`src/rtl/ssr_pkg.sv`:
```
package ssr_pkg;
   typedef struct packed {
      logic sel_start;
      logic host_start;
      logic ctrl_wr;
      logic launch_rd;
      logic desel;
   } ssr_cmd_t;
endpackage

```
`src/rtl/ssr_lane_mask.sv`:
```
module ssr_lane_mask #(
   parameter int LANES = 2
) (
   input  logic             wr_all_n,
   input  logic             wr_lane_en_n,
   input  logic [LANES-1:0] lane_sel_n,
   output logic [LANES-1:0] mask
);
   if (LANES < 1) begin : g_bad
      $error("ssr_lane_mask: LANES must be at least 1");
   end
   for (genvar i = 0; i < LANES; i++) begin : g_lane
      // write-all overrides the per-lane selects
      assign mask[i] = !wr_all_n || (!wr_lane_en_n && !lane_sel_n[i]);
   end
endmodule

```
`src/rtl/ssr_decode.sv`:
```
module ssr_decode
   import ssr_pkg::*;
(
   input  logic     host_strb_n,
   input  logic     ctrl_strb_n,
   input  logic     sel0_n,
   input  logic     sel1,
   input  logic     sel2_n,
   input  logic     wr_all_n,
   input  logic     wr_lane_en_n,
   input  logic     lane_any,
   output ssr_cmd_t cmd
);
   logic sel_ok, host_act, any_strb, ctrl_start;

   always_comb begin
      sel_ok         = !sel0_n && sel1 && !sel2_n;
      host_act       = !host_strb_n && !sel0_n;
      any_strb       = host_act || !ctrl_strb_n;
      ctrl_start     = !ctrl_strb_n && !host_act && sel_ok;
      cmd.desel      = any_strb && !sel_ok;
      cmd.host_start = host_act && sel_ok;
      cmd.sel_start  = cmd.host_start || ctrl_start;
      cmd.ctrl_wr    = ctrl_start && lane_any;
      cmd.launch_rd  = cmd.host_start || (ctrl_start && wr_all_n && wr_lane_en_n);
   end
endmodule

```
`src/rtl/ssr_out_stage.sv`:
```
module ssr_out_stage #(
   parameter int HUSH = 2
) (
   input  logic clk,
   input  logic rst_n,
   input  logic sel_start,
   input  logic desel,
   input  logic rd_done,
   input  logic out_en_n,
   output logic act,
   output logic rd_drive
);
   if (HUSH != 2) begin : g_bad
      $error("ssr_out_stage: the reselect hush is fixed at two cycles");
   end

   logic wake_q, armed_q, dvld_q;

   always_ff @(posedge clk or negedge rst_n) begin
      if (!rst_n) begin
         act     <= 1'b0;
         wake_q  <= 1'b0;
         armed_q <= 1'b0;
         dvld_q  <= 1'b0;
      end else if (desel) begin
         act     <= 1'b0;
         wake_q  <= 1'b0;
         armed_q <= 1'b0;
         dvld_q  <= 1'b0;
      end else begin
         if (sel_start) act <= 1'b1;
         wake_q  <= act;
         armed_q <= wake_q;
         dvld_q  <= dvld_q || rd_done;
      end
   end

   assign rd_drive = armed_q && dvld_q && !out_en_n;

   AST_FIRST_HUSH: assert property (@(posedge clk) disable iff (!rst_n)
      (sel_start && !desel && !act) |=> !rd_drive ##1 !rd_drive);
endmodule

```
`src/rtl/ssr_ctl.sv`:
```
module ssr_ctl
   import ssr_pkg::*;
#(
   parameter int LANES  = 2,
   parameter int LANE_W = 8,
   parameter int ADDR_W = 4
) (
   input  logic                    clk,
   input  logic                    rst_n,
   input  logic [ADDR_W-1:0]       addr,
   input  logic [LANES*LANE_W-1:0] wdata,
   input  logic                    host_strb_n,
   input  logic                    ctrl_strb_n,
   input  logic                    sel0_n,
   input  logic                    sel1,
   input  logic                    sel2_n,
   input  logic                    step_n,
   input  logic                    wr_all_n,
   input  logic                    wr_lane_en_n,
   input  logic [LANES-1:0]        lane_sel_n,
   input  logic                    out_en_n,
   output logic [LANES*LANE_W-1:0] rd_data,
   output logic                    rd_drive
);
   localparam int DATA_W = LANES * LANE_W;
   localparam int DEPTH  = 1 << ADDR_W;

   if (LANES < 1 || LANE_W < 1 || ADDR_W < 1 || ADDR_W > 10) begin : g_bad
      $error("ssr_ctl: parameter out of range");
   end

   ssr_cmd_t           cmd;
   logic [LANES-1:0]   wmask;
   logic               act, adv, host_pend_q, rd_pend_q;
   logic [ADDR_W-1:0]  addr_q;
   logic [DATA_W-1:0]  rdata_q;
   logic [DATA_W-1:0]  mem [DEPTH];

   ssr_lane_mask #(.LANES(LANES)) i_mask (
      .wr_all_n(wr_all_n), .wr_lane_en_n(wr_lane_en_n),
      .lane_sel_n(lane_sel_n), .mask(wmask));

   ssr_decode i_dec (
      .host_strb_n(host_strb_n), .ctrl_strb_n(ctrl_strb_n),
      .sel0_n(sel0_n), .sel1(sel1), .sel2_n(sel2_n),
      .wr_all_n(wr_all_n), .wr_lane_en_n(wr_lane_en_n),
      .lane_any(|wmask), .cmd(cmd));

   ssr_out_stage #(.HUSH(2)) i_out (
      .clk(clk), .rst_n(rst_n), .sel_start(cmd.sel_start), .desel(cmd.desel),
      .rd_done(rd_pend_q), .out_en_n(out_en_n), .act(act), .rd_drive(rd_drive));

   // advance only on quiet edges of a selected block
   assign adv = !step_n && act && !host_pend_q && !cmd.sel_start && !cmd.desel
                && ctrl_strb_n && (host_strb_n || sel0_n);

   always_ff @(posedge clk or negedge rst_n) begin
      if (!rst_n) begin
         host_pend_q <= 1'b0;
         rd_pend_q   <= 1'b0;
         addr_q      <= '0;
         rdata_q     <= '0;
      end else begin
         host_pend_q <= cmd.host_start;
         rd_pend_q   <= cmd.launch_rd || adv;
         if (cmd.sel_start) addr_q <= addr;
         else if (adv)      addr_q <= addr_q + 1'b1;
         if (rd_pend_q)     rdata_q <= mem[addr_q];
      end
   end

   always_ff @(posedge clk) begin
      for (int i = 0; i < LANES; i++) begin
         if (host_pend_q && wmask[i])
            mem[addr_q][i*LANE_W +: LANE_W] <= wdata[i*LANE_W +: LANE_W];
         if (cmd.ctrl_wr && wmask[i])
            mem[addr][i*LANE_W +: LANE_W] <= wdata[i*LANE_W +: LANE_W];
      end
   end

   assign rd_data = rdata_q;

   AST_DESEL_DARK: assert property (@(posedge clk) disable iff (!rst_n)
      cmd.desel |=> !rd_drive);
   AST_OE_DARK: assert property (@(posedge clk) disable iff (!rst_n)
      out_en_n |-> !rd_drive);
   AST_HOST_GATE: assert property (@(posedge clk) disable iff (!rst_n)
      (sel0_n && ctrl_strb_n && step_n && !rd_pend_q) |=> $stable(rd_data));
   AST_CTRL_WRITE: assert property (@(posedge clk) disable iff (!rst_n)
      (cmd.ctrl_wr && !wr_all_n && !host_pend_q) |=> mem[$past(addr)] == $past(wdata));
   AST_HOST_LATE: assert property (@(posedge clk) disable iff (!rst_n)
      (cmd.host_start && !host_pend_q) |=> mem[$past(addr)] == $past(mem[addr]));
endmodule

```
`config.mk`:
```
export PLATFORM = sky130hd
export DESIGN_NAME = ssr_ctl
export DESIGN_NICKNAME = d
export VERILOG_FILES = /design/src/rtl/ssr_pkg.sv /design/src/rtl/ssr_lane_mask.sv /design/src/rtl/ssr_decode.sv /design/src/rtl/ssr_out_stage.sv /design/src/rtl/ssr_ctl.sv
export SDC_FILE = /design/constraint.sdc
export NUM_CORES = 1
export LEC_CHECK = 0
export BUFFER_PORTS_ARGS = -buffer_cell sky130_fd_sc_hd__buf_2
export CAP_MARGIN = 20
export CORE_MARGIN = 10
export CORE_UTILIZATION = 60
export CTS_CLUSTER_DIAMETER = 120
export DETAILED_ROUTE_END_ITERATION = 16
export PLACE_DENSITY = 0.78
export SLEW_MARGIN = 20
export SYNTH_ARGS = -nofsm -noshare
export SYNTH_HDL_FRONTEND = slang
export SYNTH_SLANG_ARGS = --single-unit
```
`constraint.sdc`:
```
create_clock -name clk -period 2.8 [get_ports clk]
set_input_delay 0.14 -clock clk [delete_from_list [all_inputs] [get_ports clk]]
set_output_delay 0.14 -clock clk [all_outputs]
set_load 0.05 [all_outputs]
```
==> results of run 1 <==
[per-layer routing]
layer  GRT usage (%)  vias up  wire length [um]
met2            31.2      398             11600
met1            28.4     3160              9720
li1                -     2668                 -
met5               0        -                13
met3            4.80       50              2820
met4            6.20        2               516
[cell type report]
type,count,share of cell area [%]
tap,229,2.23
clock buffer,29,5.33
inverter,3,0.0878
timing repair buffer,104,5.50
sequential,282,65.1
clock inverter,16,1.38
multi-input combinational,290,20.4
[cell families (layout without fill, tap and decap cells)]
logic type,after synthesis,after routing
buffers and inverters,37,152
adders and majority gates,4,4
AOI/OAI and AO/OA,101,101
and+or+nand+nor,88,88
DFF,282,282
xor gates and xnor gates,1,1
muxes,96,96
[flip-flops by register name, indices dropped and copies added, names as in the netlist]
name           flops
addr_q             4
rd_data           16
rd_pend_q          1
host_pend_q        1
i_out.dvld_q       1
i_out.act          1
i_out.wake_q       1
mem              256
i_out.armed_q      1
[power breakdown]
| group | leakage [nW] | total (mW) | internal (mW) | switching, mW |
|---|---|---|---|---|
| registers | 2.61 | 4.87 | 4.74 | 0.131 |
| clock network | 0.423 | 3.59 | 2.11 | 1.48 |
| logic | 1.33 | 2.07 | 0.763 | 1.30 |
[cell usage in the layout (no fill, tap or decap), types with 4 or more instances in the layout]
| cell type | n |
|---|---|
| a22oi_1 | 10 |
| a31oi_1 | 16 |
| and2_1 | 4 |
| buf_2 | 49 |
| buf_4 | 40 |
| bufinv_16 | 4 |
| clkbuf_16 | 27 |
| clkinv_1 | 5 |
| clkinv_2 | 6 |
| dfrtp_1 | 23 |
| dlygate4sd3_1 | 14 |
| edfxtp_1 | 256 |
| ha_1 | 4 |
| mux2i_1 | 55 |
| mux4_2 | 38 |
| nand2_1 | 28 |
| nand2b_1 | 5 |
| nand3_1 | 4 |
| nor2_1 | 28 |
| o21ai_0 | 5 |
| o22ai_1 | 60 |
| or2_2 | 4 |
[worst max-delay path by stage]
stage                   start     endpoint  depth (start not counted)
finish                 sel0_n    mem[4][2]                          6
global route           sel0_n    mem[4][1]                          6
CTS                    sel0_n    mem[4][2]                          6
detailed placement     sel0_n    mem[4][2]                          5
global placement       sel0_n    mem[4][1]                          5
floorplan           addr_q[1]  mem[12][10]                          8
==> results.json, run 1 <==
{
  "fill_cells": 1057,
  "die_area_um2": 24400,
  "crit_path_end_kind": "flip-flop",
  "worstReg2RegEnd": "mem[4][2]",
  "regToRegSetupSlack_ns": 0.41,
  "syn_to_final_growth_pct": 15.1,
  "hold_viol": 0,
  "synth_top_area_share_pct": 69.0,
  "cts_tree": "yes",
  "r2r_cells": 4,
  "drtPass1Iterations": 6,
  "setup_viol_count_final": 0,
  "worst-path-buf-inv": 2,
  "drt_iter0_markers": 948,
  "grt_pass1_wl_mm": 37.7,
  "synth_commonest_cells": "edfxtp_1 (256), o22ai_1 (61), mux2i_1 (55), mux4_2 (38)",
  "cp_slowest_cell": "o22ai_1",
  "run_status": "finished, final reports clean",
  "cap_viol_max_count": 0,
  "regArea_um2": 8340,
  "avgSynthCellArea_um2": 18.3,
  "rows": 49,
  "fmax_mhz": 387,
  "clock_skew_ns": 0.00965,
  "layout-drive-gt1-share_pct": 25.4,
  "power.density_nw_per_um2": 821,
  "hold_slack_ns": 0.0185,
  "yosysTopAreaCell": "edfxtp_1",
  "nNetsFinal": 744,
  "yosys.cell_types.count": 39,
  "clk_latency_ns": 0.53,
  "final_area_um2": 12800,
  "stdcell_count": 953,
  "clk_pin_slew_worst_paths_ns": 0.07,
  "yosysSeqAreaShare_pct": 74.9,
  "synth_ff_type": "edfxtp_1",
  "synth_xor_area_share_pct": 0.0786,
  "grt-ovfl-total": 0,
  "ctsHoldBuffers": 14,
  "first_global_vias": 6408,
  "cts_buffer_depth": 3,
  "hpwl_mm": 15.7,
  "syn_nets": 646,
  "slowest_delay_ns": 0.84,
  "slew_violations": 0,
  "critPathTopFamily": "simple AND/OR/NAND/NOR gates",
  "synth_warnings": 0,
  "reg2reg_from": "addr_q[0]",
  "p_total_mw": 10.5,
  "synthArstFlopShare_pct": 9.22,
  "postSynthCellCount": 609,
  "root_buffer": "clkbuf_16",
  "hold_path.class": "input pin to flip-flop",
  "synth-compound-area-share_pct": 5.93,
  "power.leakage_nw": 4.36,
  "setup_tns_ns": 0,
  "synthAdderAreaFrac_pct": 0.449,
  "required_ns": 2.95,
  "utilization_pct": 70.9,
  "muxShareOfSynthArea_pct": 12.9,
  "drc_errors": 0,
  "port_buffers": 49,
  "multi_input_area_um2": 2620,
  "worst_ep_arrival_time_ns": 2.73,
  "crit_chain": "dlygate4sd3_1, buf_2, or3b_1, nor4b_4, nand3_1, o22ai_1",
  "die_width_um": 156,
  "pin_count": 50,
  "period_share_pct": 92.2,
  "diodes": 0,
  "ys_ff_latch": 282,
  "viasPerCell": 6.59,
  "placed_cells": 894,
  "cts.sinks": 282,
  "pre_cts_ws_ns": 0.201,
  "min_to": "mem[10][14]",
  "grt_max_degree": 70,
  "synthSimpleGateAreaFrac_pct": 4.05,
  "antenna_found_initial": 1,
  "period_minus_slack_ns": 2.58,
  "hold_path_depth": 1,
  "cts_setup_buffers": 0,
  "core_area_um2": 18100,
  "vias": 6278,
  "startpoint_type": "input pin",
  "dieHeight_um": 156,
  "synth_edf_count": 256,
  "wl_per_cell_um": 25.9,
  "synth_top_family_by_area": "multiplexers",
  "drt_wl_total_mm": 24.7,
  "initial_utilization_pct": 61.6,
  "htreeDepth": 1,
  "relSlewSlack_pct": 30.8,
  "worst_pin_slew_ns": 1.04,
  "ant_nets": 0,
  "gp_congestion": 0.946,
  "synthTopCellsByArea": "edfxtp_1 (69%), mux4_2 (7.7%), dfrtp_1 (5.8%)",
  "ir_drop_mv": 0.514,
  "cts_resized": 0,
  "netlist_area_um2": 11100,
  "worstPathMaxFanout": 8,
  "rsz0062_at_grt": "no",
  "cts_buffers": 26,
  "worst_slack_ns": 0.218,
  "dpl_cell_area_um2": 11800,
  "grtUsageTotal_pct": 20.3,
  "critPathKind": "input pin to flip-flop",
  "synthMostInstantiatedCell": "edfxtp_1",
  "min-delay-start": "wdata[14]"
}
No activity file was read; power rests on OpenSTA's default activity.
==> run 2, diff against run 1 <==
--- a/config.mk
+++ b/config.mk
@@ -5,6 +5,7 @@
 export SDC_FILE = /design/constraint.sdc
 export NUM_CORES = 1
 export LEC_CHECK = 0
+export ABC_CLOCK_PERIOD_IN_PS = 2800
 export BUFFER_PORTS_ARGS = -buffer_cell sky130_fd_sc_hd__buf_2
 export CAP_MARGIN = 20
 export CORE_MARGIN = 10
==> constraint.sdc (replaced) <==
create_clock -name clk -period 2.8 [get_ports clk]
set_input_delay 0.28 -clock clk [delete_from_list [all_inputs] [get_ports clk]]
set_output_delay 0.28 -clock clk [all_outputs]
set_load 0.05 [all_outputs]
==> run 2 against run 1 <==
Clock skew is 0.0040 ns higher. Global-route usage is 0.078 points higher. Sequential share of layout area is 0.23 points higher. Wire length hardly changed. Setup slack better by 0.39 ns. Largest cell class unchanged.
==> results.json, run 2 (synthesis gave the netlist of run 1 again) <==
{
  "run_status": "finished, final reports clean",
  "hold_slack_ns": 0.0681,
  "hold_viol": 0,
  "period_minus_slack_ns": 2.20,
  "critPathKind": "flip-flop to flip-flop",
  "power.density_nw_per_um2": 820,
  "gp_congestion": 0.894,
  "grt_max_degree": 35,
  "cts_setup_buffers": 0,
  "clk_pin_slew_worst_paths_ns": 0.06,
  "dpl_cell_area_um2": 11900,
  "slew_violations": 0,
  "ir_drop_mv": 0.500,
  "grt_pass1_wl_mm": 37.6,
  "wirelength_met1_mm": 9.96,
  "layout_commonest_cell": "edfxtp_1",
  "worst_ep_arrival_time_ns": 2.35,
  "nNetsFinal": 742,
  "die_area_um2": 24400,
  "layout-drive-gt1-share_pct": 26.3,
  "fill_cells": 1071,
  "regArea_um2": 8340,
  "htreeDepth": 1,
  "vias": 6154,
  "dieHeight_um": 156,
  "initial_utilization_pct": 61.6,
  "relSlewSlack_pct": 31.5,
  "cts_buffers": 27,
  "drt_iter0_markers": 689,
  "core_area_um2": 18100,
  "hold_path.class": "input pin to flip-flop",
  "cts_buffer_depth": 3,
  "syn_to_final_growth_pct": 14.7,
  "antenna_found_initial": 3,
  "required_ns": 2.95,
  "highest_layer": "met5",
  "pre_cts_ws_ns": 0.344,
  "p_total_mw": 10.5,
  "ant_nets": 0,
  "rows": 49,
  "cts.sinks": 282,
  "grtUsageTotal_pct": 20.3,
  "hpwl_mm": 16.0,
  "first_global_vias": 6336,
  "port_buffers": 49,
  "viasPerCell": 6.44,
  "crit_path_end_kind": "flip-flop",
  "grt-ovfl-total": 0,
  "fmax_mhz": 456,
  "clk_latency_ns": 0.52,
  "setup_tns_ns": 0,
  "rsz0062_at_grt": "no",
  "mostFrequentLayoutCells": "edfxtp_1 (256), o22ai_1 (61), mux2i_1 (55)",
  "root_buffer": "clkbuf_16",
  "pin_count": 50,
  "power.leakage_nw": 4.35,
  "drc_errors": 0,
  "cts_tree": "yes",
  "period_share_pct": 78.4,
  "drtPass1Iterations": 5,
  "top_register": "mem",
  "clock_skew_ns": 0.0137,
  "cap_viol_max_count": 0,
  "routed-wl-met2_mm": 11.6,
  "multi_input_area_um2": 2610,
  "startpoint_type": "flip-flop",
  "worst_pin_slew_ns": 1.03,
  "setup_viol_count_final": 0,
  "worstPathMaxFanout": 12,
  "worst_slack_ns": 0.605,
  "drt_wl_total_mm": 24.6,
  "final_area_um2": 12800,
  "wl_per_cell_um": 25.8,
  "die_width_um": 156,
  "largest_reg_flops": 256,
  "dr_wl_met3_mm": 2.27
}
[run 2: changes by cell type in the layout (fill, tap and decap cells not counted), sizes merged]
| cell | before | now |
|---|---|---|
| clkinv | 11 | 6 |
| dlygate4sd3 | 14 | 2 |
| clkbuf | 29 | 40 |
| diode | 0 | 1 |
| bufinv | 4 | 2 |
| buf | 90 | 99 |
[run 2: worst paths after layout]
kind	end	cells past startpoint	start	slack, ns
hold reg to reg	i_out.armed_q	1	i_out.wake_q	0.47
hold / removal	addr_q[1]	3	addr[1]	0.07
min in group asynchronous	rd_data[13]	2	rst_n	0.32
setup reg to reg	mem[0][11]	4	addr_q[0]	0.60
max in group asynchronous	addr_q[1]	2	rst_n	2.00
setup / recovery	mem[0][11]	4	addr_q[0]	0.60
[run 2: metal layers]
metal  vias to the layer above  global-route usage [%]
met2                       314                    32.0
met1                      3090                    27.9
li1                       2677                       -
met3                        69                    4.28
met4                         4                    6.97
met5                         -                       0
[run 2: timing repair]
item | CTS | global route
endpoints found under the hold margin | 27 | 0
gates resized for setup | 0 | 0
hold buffers | 2 | 0
[run 2: power by group]
part | internal [mW] | total [mW] | switching, mW
logic | 0.767 | 2.11 | 1.35
registers | 4.74 | 4.87 | 0.125
clock network | 2.06 | 3.49 | 1.43
[run 2: final cells by class]
class	count	share of cell area [%]
flip-flops and latches	282	65.3
multi-input cells	290	20.4
clock buffers	40	5.98
repair buffers	101	5.21
well taps	229	2.24
clock inverters	9	0.734
inverters	3	0.0881
diodes	1	0.0196
[run 2: through the flow]
step | cells | utilization [%]
floorplan | 609 | -
global placement | 903 | 65.8
detailed placement | 903 | 65.8
CTS | 954 | 70.6
global route | 954 | 70.6
finish | 955 | 70.7
[run 2: critical path: stages (launching register included)]
cell and delay (ns):
dfrtp_2 0.54, inv_1 0.22, ha_1 0.21, nand2_1 0.13, o22ai_1 0.71
==> run 3, diff against run 2 <==
--- a/config.mk
+++ b/config.mk
@@ -5,7 +5,7 @@
 export SDC_FILE = /design/constraint.sdc
 export NUM_CORES = 1
 export LEC_CHECK = 0
-export ABC_CLOCK_PERIOD_IN_PS = 2800
+export ABC_CLOCK_PERIOD_IN_PS = 2170
 export BUFFER_PORTS_ARGS = -buffer_cell sky130_fd_sc_hd__buf_2
 export CAP_MARGIN = 20
 export CORE_MARGIN = 10
==> constraint.sdc (replaced) <==
create_clock -name clk -period 2.17 [get_ports clk]
set_input_delay 0.217 -clock clk [delete_from_list [all_inputs] [get_ports clk]]
set_output_delay 0.217 -clock clk [all_outputs]
set_load 0.05 [all_outputs]
==> run 3 against run 2 <==
Count of clock-buffer cells in the layout fell by 10. Fmax rose by 3.8%. Register-to-register slack got worse by 0.55 ns. Design area rose by 0.70%. Largest cell class unchanged. Critical endpoint is now rd_data[8].
==> results.json, run 3 (synthesis gave the netlist of run 1 again) <==
{
  "setup_viol_count_final": 0,
  "pin_count": 50,
  "drt_wl_total_mm": 26.5,
  "die_area_um2": 24400,
  "viasPerCell": 6.64,
  "port_buffers": 49,
  "root_buffer": "clkbuf_16",
  "grt-ovfl-total": 0,
  "vias": 6363,
  "crit_chain": "buf_4, mux2i_1, o22ai_1, a311oi_1, a31oi_1",
  "cts.sinks": 282,
  "grtUsageTotal_pct": 21.8,
  "run_status": "finished, final reports clean",
  "period_minus_slack_ns": 2.12,
  "hold_path.class": "input pin to flip-flop",
  "largest_reg_flops": 256,
  "power.leakage_nw": 4.38,
  "wl_per_cell_um": 27.6,
  "nNetsFinal": 746,
  "cap_viol_max_count": 0,
  "grt_pass1_wl_mm": 40.3,
  "cts_buffer_depth": 3,
  "drt_iter0_markers": 847,
  "crit_path_end_kind": "flip-flop",
  "mostFrequentLayoutCells": "edfxtp_1 (256), o22ai_1 (57), mux2i_1 (55)",
  "core_area_um2": 18100,
  "critPathTopFamily": "compound AO/OA/AOI/OAI gates",
  "top_register": "mem",
  "hold_viol": 0,
  "ir_drop_mv": 0.627,
  "layout_commonest_cell": "edfxtp_1",
  "rows": 49,
  "drc_errors": 0,
  "period_share_pct": 97.5,
  "antenna_found_initial": 0,
  "required_ns": 2.57,
  "final_area_um2": 12900,
  "critPathKind": "flip-flop to flip-flop",
  "slowest_delay_ns": 0.57,
  "startpoint_type": "flip-flop",
  "pre_cts_ws_ns": -0.0874,
  "rsz0062_at_grt": "no",
  "worst_ep_arrival_time_ns": 2.52,
  "clock_skew_ns": 0.0149,
  "relSlewSlack_pct": 47.5,
  "diodes": 0,
  "clk_pin_slew_worst_paths_ns": 0.06,
  "first_global_vias": 6657,
  "cts_buffers": 27,
  "initial_utilization_pct": 61.6,
  "syn_to_final_growth_pct": 15.5,
  "worst-path-buf-inv": 1,
  "cts_tree": "yes",
  "cp_slowest_cell": "dfrtp_2",
  "drtPass1Iterations": 5,
  "htreeDepth": 1,
  "grt_max_degree": 27,
  "dpl_cell_area_um2": 12000,
  "ant_nets": 0,
  "power.density_nw_per_um2": 1060,
  "worstPathMaxFanout": 17,
  "layout-drive-gt1-share_pct": 28.3,
  "clk_latency_ns": 0.54,
  "dieHeight_um": 156,
  "fmax_mhz": 473,
  "die_width_um": 156,
  "hpwl_mm": 17.6,
  "worst_slack_ns": 0.0547,
  "slew_violations": 0,
  "worst_pin_slew_ns": 0.787,
  "gp_congestion": 0.904
}
## run 3: metal layers
layer,share of wire (%),GRT usage (%)
met1,38,29.0
met2,49,35.3
met3,9.9,4.22
met4,3.6,8.36
met5,0,0
## run 3: area by class of cell
| class | instances | area [um2] |
|---|---|---|
| Timing Repair Buffer | 105 | 729 |
| Fill cell | 1058 | 5220 |
| Clock buffer | 30 | 687 |
| Tap cell | 229 | 287 |
| Clock inverter | 19 | 173 |
| Sequential cell | 282 | 8340 |
| Inverter | 3 | 11.3 |
| Multi-Input combinational cell | 290 | 2640 |
## run 3: metrics by stage
step | util, % | hold WS (ns) | cells | power (mW) | TNS, ns
2_1_floorplan | - | -0.0786 | 609 | 8.30 | -12.45
3_3_place_gp | 66.1 | 0.267 | 904 | 9.06 | -0.0659
3_5_place_dp | 66.1 | 0.276 | 904 | 9.14 | -2.59
4_1_cts | 71.1 | 0.0148 | 957 | 13.6 | 0
5_1_grt | 71.2 | 0.0263 | 958 | 14.0 | 0
6_report | 71.2 | 0.0421 | 958 | 13.6 | 0
## run 3: power breakdown
group	total [mW]	internal (mW)	switching (mW)
Sequential	6.32	6.12	0.200
Clock	4.52	2.54	1.98
Combinational	2.78	1.03	1.75
Total	13.6	9.69	3.93
## run 3: final timing paths
path                       slack (ns)  depth (start not counted)          from             to
setup / recovery                 0.05                          5     addr_q[0]     rd_data[8]
hold / removal                   0.04                          2       addr[3]      addr_q[3]
setup reg to reg                 0.05                          5     addr_q[0]     rd_data[8]
hold reg to reg                  0.46                          1  i_out.wake_q  i_out.armed_q
max in group asynchronous        1.45                          2         rst_n      addr_q[1]
min in group asynchronous        0.24                          2         rst_n   i_out.dvld_q
## run 3: what timing repair did
action / CTS / global route
buffers inserted: 0 / 1
setup endpoints to repair: 0 / 2
hold buffers: 4 / 0
endpoints found under the hold margin: 29 / 0
gates resized for setup: 0 / 1
